<file path="src/rtl/burst_rd_pkg.sv">
package burst_rd_pkg;
  localparam int unsigned DW = 16;
  localparam int unsigned IW = 6;

  typedef enum logic [1:0] {
    ST_IDLE,
    ST_WAIT,
    ST_DATA
  } seq_state_e;

  function automatic logic [DW-1:0] word_of(input logic [IW-1:0] idx);
    return {4'hC, idx, ~idx};
  endfunction
endpackage

</file>
<file path="src/rtl/burst_lat_cfg.sv">
module burst_lat_cfg #(
  parameter int unsigned LW      = 3,
  parameter int unsigned LAT_MIN = 3,
  parameter int unsigned LAT_MAX = 7,
  parameter int unsigned LAT_DEF = 4
) (
  input  logic          clk,
  input  logic          rst_n,
  input  logic          wr_en,
  input  logic [LW-1:0] wr_val,
  output logic [LW-1:0] lat_q
);
  logic          in_range;
  logic          lat_en;
  logic [LW-1:0] lat_d;

  always_comb begin
    in_range = (wr_val >= LW'(LAT_MIN)) && (wr_val <= LW'(LAT_MAX));
    lat_en   = wr_en && in_range;
    lat_d    = wr_val;
  end

  always_ff @(posedge clk or negedge rst_n) begin
    if (!rst_n)      lat_q <= LW'(LAT_DEF);
    else if (lat_en) lat_q <= lat_d;
  end
endmodule

</file>
<file path="src/rtl/burst_seq.sv">
module burst_seq
  import burst_rd_pkg::*;
#(
  parameter int unsigned AW     = 16,
  parameter int unsigned LW     = 3,
  parameter int unsigned WRAP_W = 3
) (
  input  logic          clk,
  input  logic          rst_n,
  input  logic          cs_n,
  input  logic          avd_n,
  input  logic [AW-1:0] addr_in,
  input  logic [LW-1:0] lat,
  output logic          in_data,
  output logic [AW-1:0] addr_q
);
  seq_state_e    st_q, st_d;
  logic [LW-1:0] cnt_q, cnt_d;
  logic [AW-1:0] addr_d;
  logic          capture;

  always_comb begin
    capture = !avd_n && !cs_n;
    st_d    = st_q;
    cnt_d   = cnt_q;
    addr_d  = addr_q;
    if (cs_n) begin
      st_d = ST_IDLE;
    end else if (capture) begin
      st_d   = ST_WAIT;
      cnt_d  = lat - LW'(1);
      addr_d = addr_in;
    end else begin
      unique case (st_q)
        ST_WAIT: begin
          if (cnt_q == '0) st_d  = ST_DATA;
          else             cnt_d = cnt_q - LW'(1);
        end
        ST_DATA: addr_d = {addr_q[AW-1:WRAP_W], addr_q[WRAP_W-1:0] + WRAP_W'(1)};
        default: st_d = ST_IDLE;
      endcase
    end
  end

  always_ff @(posedge clk or negedge rst_n) begin
    if (!rst_n) begin
      st_q   <= ST_IDLE;
      cnt_q  <= '0;
      addr_q <= '0;
    end else begin
      st_q   <= st_d;
      cnt_q  <= cnt_d;
      addr_q <= addr_d;
    end
  end

  assign in_data = (st_q == ST_DATA);
endmodule

</file>
<file path="src/rtl/burst_word_rom.sv">
module burst_word_rom
  import burst_rd_pkg::*;
#(
  parameter int unsigned DEPTH = 64
) (
  input  logic [IW-1:0] idx,
  output logic [DW-1:0] word
);
  logic [DW-1:0] mem [DEPTH];

  for (genvar g = 0; g < DEPTH; g++) begin : g_word
    assign mem[g] = word_of(IW'(g));
  end

  assign word = mem[idx];
endmodule

</file>
<file path="src/rtl/burst_rd_resp.sv">
module burst_rd_resp
  import burst_rd_pkg::*;
#(
  parameter int unsigned LW      = 3,
  parameter int unsigned LAT_MIN = 3,
  parameter int unsigned LAT_MAX = 7,
  parameter int unsigned LAT_DEF = 4,
  parameter int unsigned WRAP_W  = 3,
  parameter int unsigned DEPTH   = 64
) (
  input  logic          clk,
  input  logic          rst_n,
  input  logic          cfg_we,
  input  logic [LW-1:0] cfg_lat,
  input  logic          cs_n,
  input  logic          oe_n,
  input  logic          avd_n,
  input  logic [DW-1:0] bus_in,
  output logic [DW-1:0] bus_out,
  output logic          bus_oe,
  output logic          rdy
);
  localparam int unsigned AW = DW;
  localparam int unsigned PW = AW - IW;

  logic          rst_s1, rst_s;
  logic [LW-1:0] lat_q;
  logic [AW-1:0] addr_q;
  logic          in_data;
  logic [DW-1:0] arr_word;
  logic [DW-1:0] page_mix;

  always_ff @(posedge clk or negedge rst_n) begin
    if (!rst_n) begin
      rst_s1 <= 1'b0;
      rst_s  <= 1'b0;
    end else begin
      rst_s1 <= 1'b1;
      rst_s  <= rst_s1;
    end
  end

  burst_lat_cfg #(
    .LW(LW), .LAT_MIN(LAT_MIN), .LAT_MAX(LAT_MAX), .LAT_DEF(LAT_DEF)
  ) u_cfg (
    .clk(clk), .rst_n(rst_s), .wr_en(cfg_we), .wr_val(cfg_lat), .lat_q(lat_q)
  );

  burst_seq #(
    .AW(AW), .LW(LW), .WRAP_W(WRAP_W)
  ) u_seq (
    .clk(clk), .rst_n(rst_s), .cs_n(cs_n), .avd_n(avd_n), .addr_in(bus_in),
    .lat(lat_q), .in_data(in_data), .addr_q(addr_q)
  );

  burst_word_rom #(.DEPTH(DEPTH)) u_rom (
    .idx(addr_q[IW-1:0]), .word(arr_word)
  );

  always_comb begin
    page_mix = DW'(addr_q[AW-1:IW]);
    rdy      = in_data && !cs_n;
    bus_oe   = rdy && !oe_n;
    bus_out  = bus_oe ? (arr_word ^ page_mix) : '0;
  end

  logic unused_pw;
  assign unused_pw = (PW == 0);
endmodule

</file>
<file path="config.mk">
export PLATFORM = sky130hd
export DESIGN_NAME = burst_rd_resp
export DESIGN_NICKNAME = d
export VERILOG_FILES = /design/src/rtl/burst_rd_pkg.sv /design/src/rtl/burst_lat_cfg.sv /design/src/rtl/burst_seq.sv /design/src/rtl/burst_word_rom.sv /design/src/rtl/burst_rd_resp.sv
export SDC_FILE = /design/constraint.sdc
export NUM_CORES = 1
export LEC_CHECK = 0
export BUFFER_PORTS_ARGS = -buffer_cell sky130_fd_sc_hd__clkbuf_2
export CORE_ASPECT_RATIO = 1.25
export CORE_MARGIN = 2
export CORE_UTILIZATION = 45
export DETAILED_ROUTE_END_ITERATION = 8
export GPL_ROUTABILITY_DRIVEN = 0
export GPL_TIMING_DRIVEN = 0
export PLACE_DENSITY = 0.75
export SLEW_MARGIN = 10
export SYNTH_ARGS = -nofsm -noshare
export SYNTH_HDL_FRONTEND = slang
export SYNTH_SLANG_ARGS = --single-unit
</file>
<file path="constraint.sdc">
create_clock -name clk -period 1.2 [get_ports clk]
set_input_delay 0.06 -clock clk [delete_from_list [all_inputs] [get_ports clk]]
set_output_delay 0.06 -clock clk [all_outputs]
set_load 0.01 [all_outputs]
</file>
# --- Word-level counts from Yosys, hierarchy flattened ---
# Memories as Yosys holds them, arrays and structs flattened.
# Cells that the tools add are included.
word_totals:
  regBits: 26
  mem_count: 1
  inputBits: 25
  elab_cells: 49
  rom_bits: 1024
memory_table:
  columns: ["memory", "words", "width", "read_ports", "rd_clocked_by_memory_dff", "write_ports", "line_no", "text"]
  rows:
  - ["(no name shown)", 64, 16, 1, 0, 0, "burst_word_rom.sv:15", "assign word = mem[idx];"]
classes:
  addsub: 3
  n_bitwise: 3
  magnitude_cmp: 3
  mux: 12
  n_eq_ne: 5
  reduce_logical: 15
ops:
  columns: ["cell", "n"]
  rows:
  - ["$mux 16", 4]
  - ["$xor 16x10->16", 1]
  - ["$mux 3", 4]
  - ["$ge 7x7->1 const B", 1]
  - ["$not 6->7", 1]
  - ["$mux 2", 3]
  - ["$reduce_and 2->1", 3]
  - ["$sub 3x1->3 const B", 2]
  - ["$logic_and 1x1->1", 5]
  - ["$ne 4x2->1 const B", 1]
  - ["$pmux 2 s2", 1]
  - ["$reduce_bool 2->1", 2]
  - ["$add 3x1->3 const B", 1]
  - ["$ge 3x2->1 const B", 1]
  - ["$le 3x3->1 const B", 1]
  - ["$logic_not 1->1", 3]
  - ["$logic_not 3->1", 1]
  - ["$ne 3x2->1 const B", 1]
  - ["$reduce_and 3->1", 1]
  - ["$eq 2x1->1 const B", 1]
  - ["$eq 2x2->1 const B", 1]
  - ["$ne 2x1->1 const B", 1]
  - ["$not 1->1", 1]

# --- Logic depth before layout (Yosys ltp) ---
depth:
  depth_word: 6
  mapped_depth: 8
  ltp_nobuf: 6

# --- Hierarchy ---
# From an unflattened synthesis, not the netlist that was laid out.
hier_totals:
  cells_unflattened: 134
  hier_area_um2: 1451.4
modules_own_cells:
  columns: ["module", "area_per_inst_um2", "cells_per_inst", "instances"]
  rows:
  - ["burst_seq", 938.4, 71, 1]
  - ["burst_rd_resp", 281.5, 33, 1]
  - ["burst_lat_cfg", 126.4, 12, 1]
  - ["burst_word_rom", 105.1, 18, 1]

# --- Worst setup path after synthesis ---
# No wires, ideal clock.
synth_path:
  path_type: "in2reg"
  startpoint: "in cs_n"
  endpoint: "reg u_seq.cnt_q[2]"
  cell_stages: 7
  path_slack_ns: -0.440
  setup_ns: 0.110
  t_arrival_ns: 1.530
  cell_sequence: "buf_6 nor2_2 clkbuf_1 mux2i_1 ha_1 nand4bb_1 o41ai_1"
synth_via:
  elab_chain_cells: 4
synth_lines:
  columns: ["item", "line_no", "text"]
  rows:
  - ["start: declaration", "burst_rd_resp.sv:15", "input logic cs_n,"]
  - ["$logic_not 1->1", "burst_seq.sv:23", "capture = !avd_n && !cs_n;"]
  - ["$logic_and 1x1->1", "burst_seq.sv:23", null]
  - ["$ne 2x1->1 (no source line) / $reduce_bool 2->1 (equally long branches)", null, null]
  - ["$reduce_and 3->1 (no source line)", null, null]
  - ["end signal: assignment", "burst_seq.sv:52", "cnt_q <= cnt_d;"]
  - ["end: declaration", "burst_seq.sv:18", "logic [LW-1:0] cnt_q, cnt_d;"]
# Parallel ways exist; a longest one is shown, timed or not.
# A chain may end at the register's enable or synchronous reset.

# --- Worst setup path after layout ---
layout_path:
  startpoint: "reg u_seq.st_q[1]"
  endpoint: "out bus_out[7]"
layout_via:
  elab_chain_cells: 4
layout_lines:
  columns: ["item", "line_no", "text"]
  rows:
  - ["start: declaration", "burst_seq.sv:17", "seq_state_e st_q, st_d;"]
  - ["start signal: assignment", "burst_seq.sv:51", "st_q <= st_d;"]
  - ["$eq 2x2->1", "burst_seq.sv:57", "assign in_data = (st_q == ST_DATA);"]
  - ["$logic_and 1x1->1", "burst_rd_resp.sv:62", "rdy = in_data && !cs_n;"]
  - ["$logic_and 1x1->1", "burst_rd_resp.sv:63", "bus_oe = rdy && !oe_n;"]
  - ["$mux 16", "burst_rd_resp.sv:64", "bus_out = bus_oe ? (arr_word ^ page_mix) : '0;"]
  - ["end: declaration", "burst_rd_resp.sv:19", "output logic [DW-1:0] bus_out,"]
# Every way passes these cells.

==> results.py <==
metrics = {
    "min_path": {
        "hp-class": "in -> async",
    },
    "timing": {
        "finalClockSkew_ps": 3.78,
        "post-route-min-period_ps": 1710,
        "setup_tns_ps": -8120,
        "max_freq_mhz": 586,
        "setup_viol": 24,
        "holdWs_ps": 22.6,
        "slew_violations": 0,
        "max_slew.worst_pin.slew_ps": 530,
        "slew_headroom": 0.647,
        "hold_violations": 0,
        "rsz0062_at_grt": "true",
        "fin_crit_sh": 1.42,
        "setup_slack_ps": -507,
    },
    "worst_setup_path": {
        "critPathLaunchType": "flip-flop",
        "path_max_fanout": 5,
        "end_kind": "output pin",
        "cp.arrival_ps": 1650,
        "worstPathRequired_ps": 1140,
        "path_class": "reg -> out",
        "reg2reg_slack_ps": -390,
    },
    "logic_synthesis": {
        "avgSynthCellArea_um2": 11.2,
        "yosysSeqAreaShare": 0.495,
        "ys.warnings.count": 0,
        "synth_cell_types": 34,
        "yosysTopAreaCell": "dfrtp_1",
        "synthTopCellsByArea": "dfrtp_1 48%, mux2_2 11%, xor2_1 4.7%, xnor2_1 4.0%, nor2_1 3.7%",
        "synth_top_area_share": 0.475,
        "synth_area_um2": 1320,
        "ys_ff_latch": 26,
        "syn_inst": 118,
    },
    "clock_tree": {
        "root_buffer": "clkbuf_4",
        "cts_buffers": 3,
        "clk_path_buf_depth": 2,
        "clk_latency_ps": 340,
        "cts_tree": "yes",
        "h-tree-depth": 1,
        "clock_sinks": 26,
        "clkTransAtPathRegs_ps": 140,
    },
    "cells_and_area": {
        "drive_above_1_share": 0.520,
        "mostFrequentLayoutCells": "28 x clkbuf_2, 24 x dlygate4sd3_1, 22 x dfrtp_1, 13 x mux2_2, 12 x buf_4",
        "area_growth_pct": 64.0,
        "fin_nets": 224,
        "final-seq-area_um2": 656,
        "multi_input_area_um2": 742,
        "n_fill_cell": 140,
        "n_antenna_cell": 0,
        "final_common_cell": "clkbuf_2",
    },
    "floorplan": {
        "core_region_area_um2": 2730,
        "die_y_um": 64.5,
        "pin_count": 43,
        "start_util": 0.482,
        "dieWidth_um": 52.4,
        "die_area_um2": 3380,
        "rows": 21,
    },
    "flow_run": {
        "max_cap_violations": 0,
    },
    "grt": {
        "grt_max_degree": 25,
        "grt_first_pass_wirelength_mm": 5.06,
        "antenna_found_initial": 0,
        "grt.overflow.total": 0,
        "first_global_vias": 1231,
        "grt_use_total": 0.206,
    },
    "outcome": {
        "violations": "setup timing",
        "status": "finished, violations left",
    },
    "power_and_ir_drop": {
        "power.density_nw_per_um2": 1090,
        "clock_power_share": 0.194,
        "power_frac_seq": 0.494,
        "switching_share": 0.317,
        "switching_power_uw": 750,
        "peakVddDrop_v": 0.000821,
        "internal_power_mw": 1.61,
        "comb_power_share": 0.312,
        "p_leak_nw": 0.985,
    },
    "placement": {
        "hpwl_mm": 1.99,
        "port_buffers": 39,
    },
    "drt": {
        "drcViolationCount": 0,
        "routedWlPerCell_um": 16.0,
        "initialDrtViolationCount": 4,
        "postRouteAntennaNets": 0,
        "firstDrtPassIters": 4,
        "wl_mm": 3.68,
        "viasPerCell": 5.09,
        "vias": 1170,
    },
}
## through the flow
stage	utilization	cell area (um2)	power (mW)	setup WS, ps	std cells
2_1_floorplan	-	1340	1.49	-194	119
3_3_place_gp	0.578	1580	1.60	-348	192
3_5_place_dp	0.578	1580	1.63	-412	192
4_1_cts	0.705	1930	2.23	-425	226
5_1_grt	0.790	2160	2.48	-551	230
6_report	0.790	2160	2.36	-507	230
## path summary, 6_finish.rpt
| kind | startpoint | to | cells after the start |
|---|---|---|---|
| setup / recovery | u_seq.st_q[1] | bus_out[7] | 5 |
| hold reg to reg | rst_s | u_cfg.lat_q[1] | 0 |
| max in group asynchronous | rst_s | u_seq.addr_q[0] | 0 |
| setup reg to reg | u_seq.st_q[1] | u_seq.cnt_q[0] | 4 |
| min in group clk | cs_n | u_seq.cnt_q[1] | 3 |
| hold / removal | rst_n | rst_s | 2 |
## cells by family (layout without fill, tap and decap cells)
| kind of cell | count (synthesis) | in the layout | share of synthesized area |
|---|---|---|---|
| adder cells (fa/ha/maj) | 2 | 2 | 0.0190 |
| XOR/XNOR | 13 | 13 | 0.0865 |
| buffers and inverters | 9 | 86 | 0.0437 |
| AND/OR/NAND/NOR | 35 | 35 | 0.140 |
| flip-flops | 26 | 26 | 0.495 |
| other | 2 | 3 | 0.00571 |
| AO/OA/AOI/OAI | 15 | 15 | 0.0760 |
| multiplexers | 16 | 16 | 0.134 |
## critical path, stage by stage (launching register included)
cell	delay [ps]
dfrtp_1	450
nor3b_4	310
nand2b_4	120
clkbuf_16	180
nor2_1	100
buf_2	140
## layout make-up
cell class                 instances  share of cell area
timing repair buffer              73               0.275
clock buffer                       4              0.0168
buffer                             8              0.0388
tap                               34              0.0197
multi-input combinational         84               0.344
sequential                        26               0.304
inverter                           1             0.00174
## what timing repair did
| item | CTS | global route |
|---|---|---|
| endpoints found under the hold margin | 23 | 0 |
| hold buffers | 24 | 0 |
| gates cloned | 0 | 1 |
| setup endpoints to repair | 22 | 46 |
| pin swaps | 1 | 11 |
| setup buffers | 6 | 4 |
| resized for setup | 7 | 53 |
## Yosys cell counts
master     instances
dfrtp_1           25
a21oi_1            1
ha_1               2
mux2_2            13
mux2i_1            3
o21bai_1           1
nand4bb_1          1
and4bb_2           1
nor2_2             1
conb_1             2
nor2_1            13
dfstp_2            1
buf_6              1
buf_2              1
xor2_1             7
and2b_2            1
clkbuf_1           2
nor3_1             1
and2_1             2
o22ai_1            1
or3b_4             1
a22oi_1            3
o41ai_1            1
o21ai_0            4
nand3_1            1
nor3b_2            1
buf_4              4
xnor2_1            6
nand2b_1           1
nand2_1           10
o211ai_1           2
inv_1              1
or3_1              1
o21a_1             2
## registers in the layout (all words and copies together) (netlist names)
signal        cells
u_seq.st_q        2
u_seq.addr_q     16
u_cfg.lat_q       3
rst_s             1
u_seq.cnt_q       3
rst_s1            1
## power by group through the flow
stage	clock network, mW	logic, mW	registers [mW]
after global routing	0.499	0.793	1.19
final	0.459	0.737	1.17
after CTS	0.480	0.597	1.16
after detailed placement	0	0.439	1.19
after floorplan	0	0.342	1.15
after global placement	0	0.418	1.18
## layer usage
layer	track usage	share of wire
met5	0	0
met4	0.119	0.024
met3	0.0230	0.025
met2	0.395	0.59
met1	0.200	0.36
Note: power is estimated with default switching activity, not from simulation.
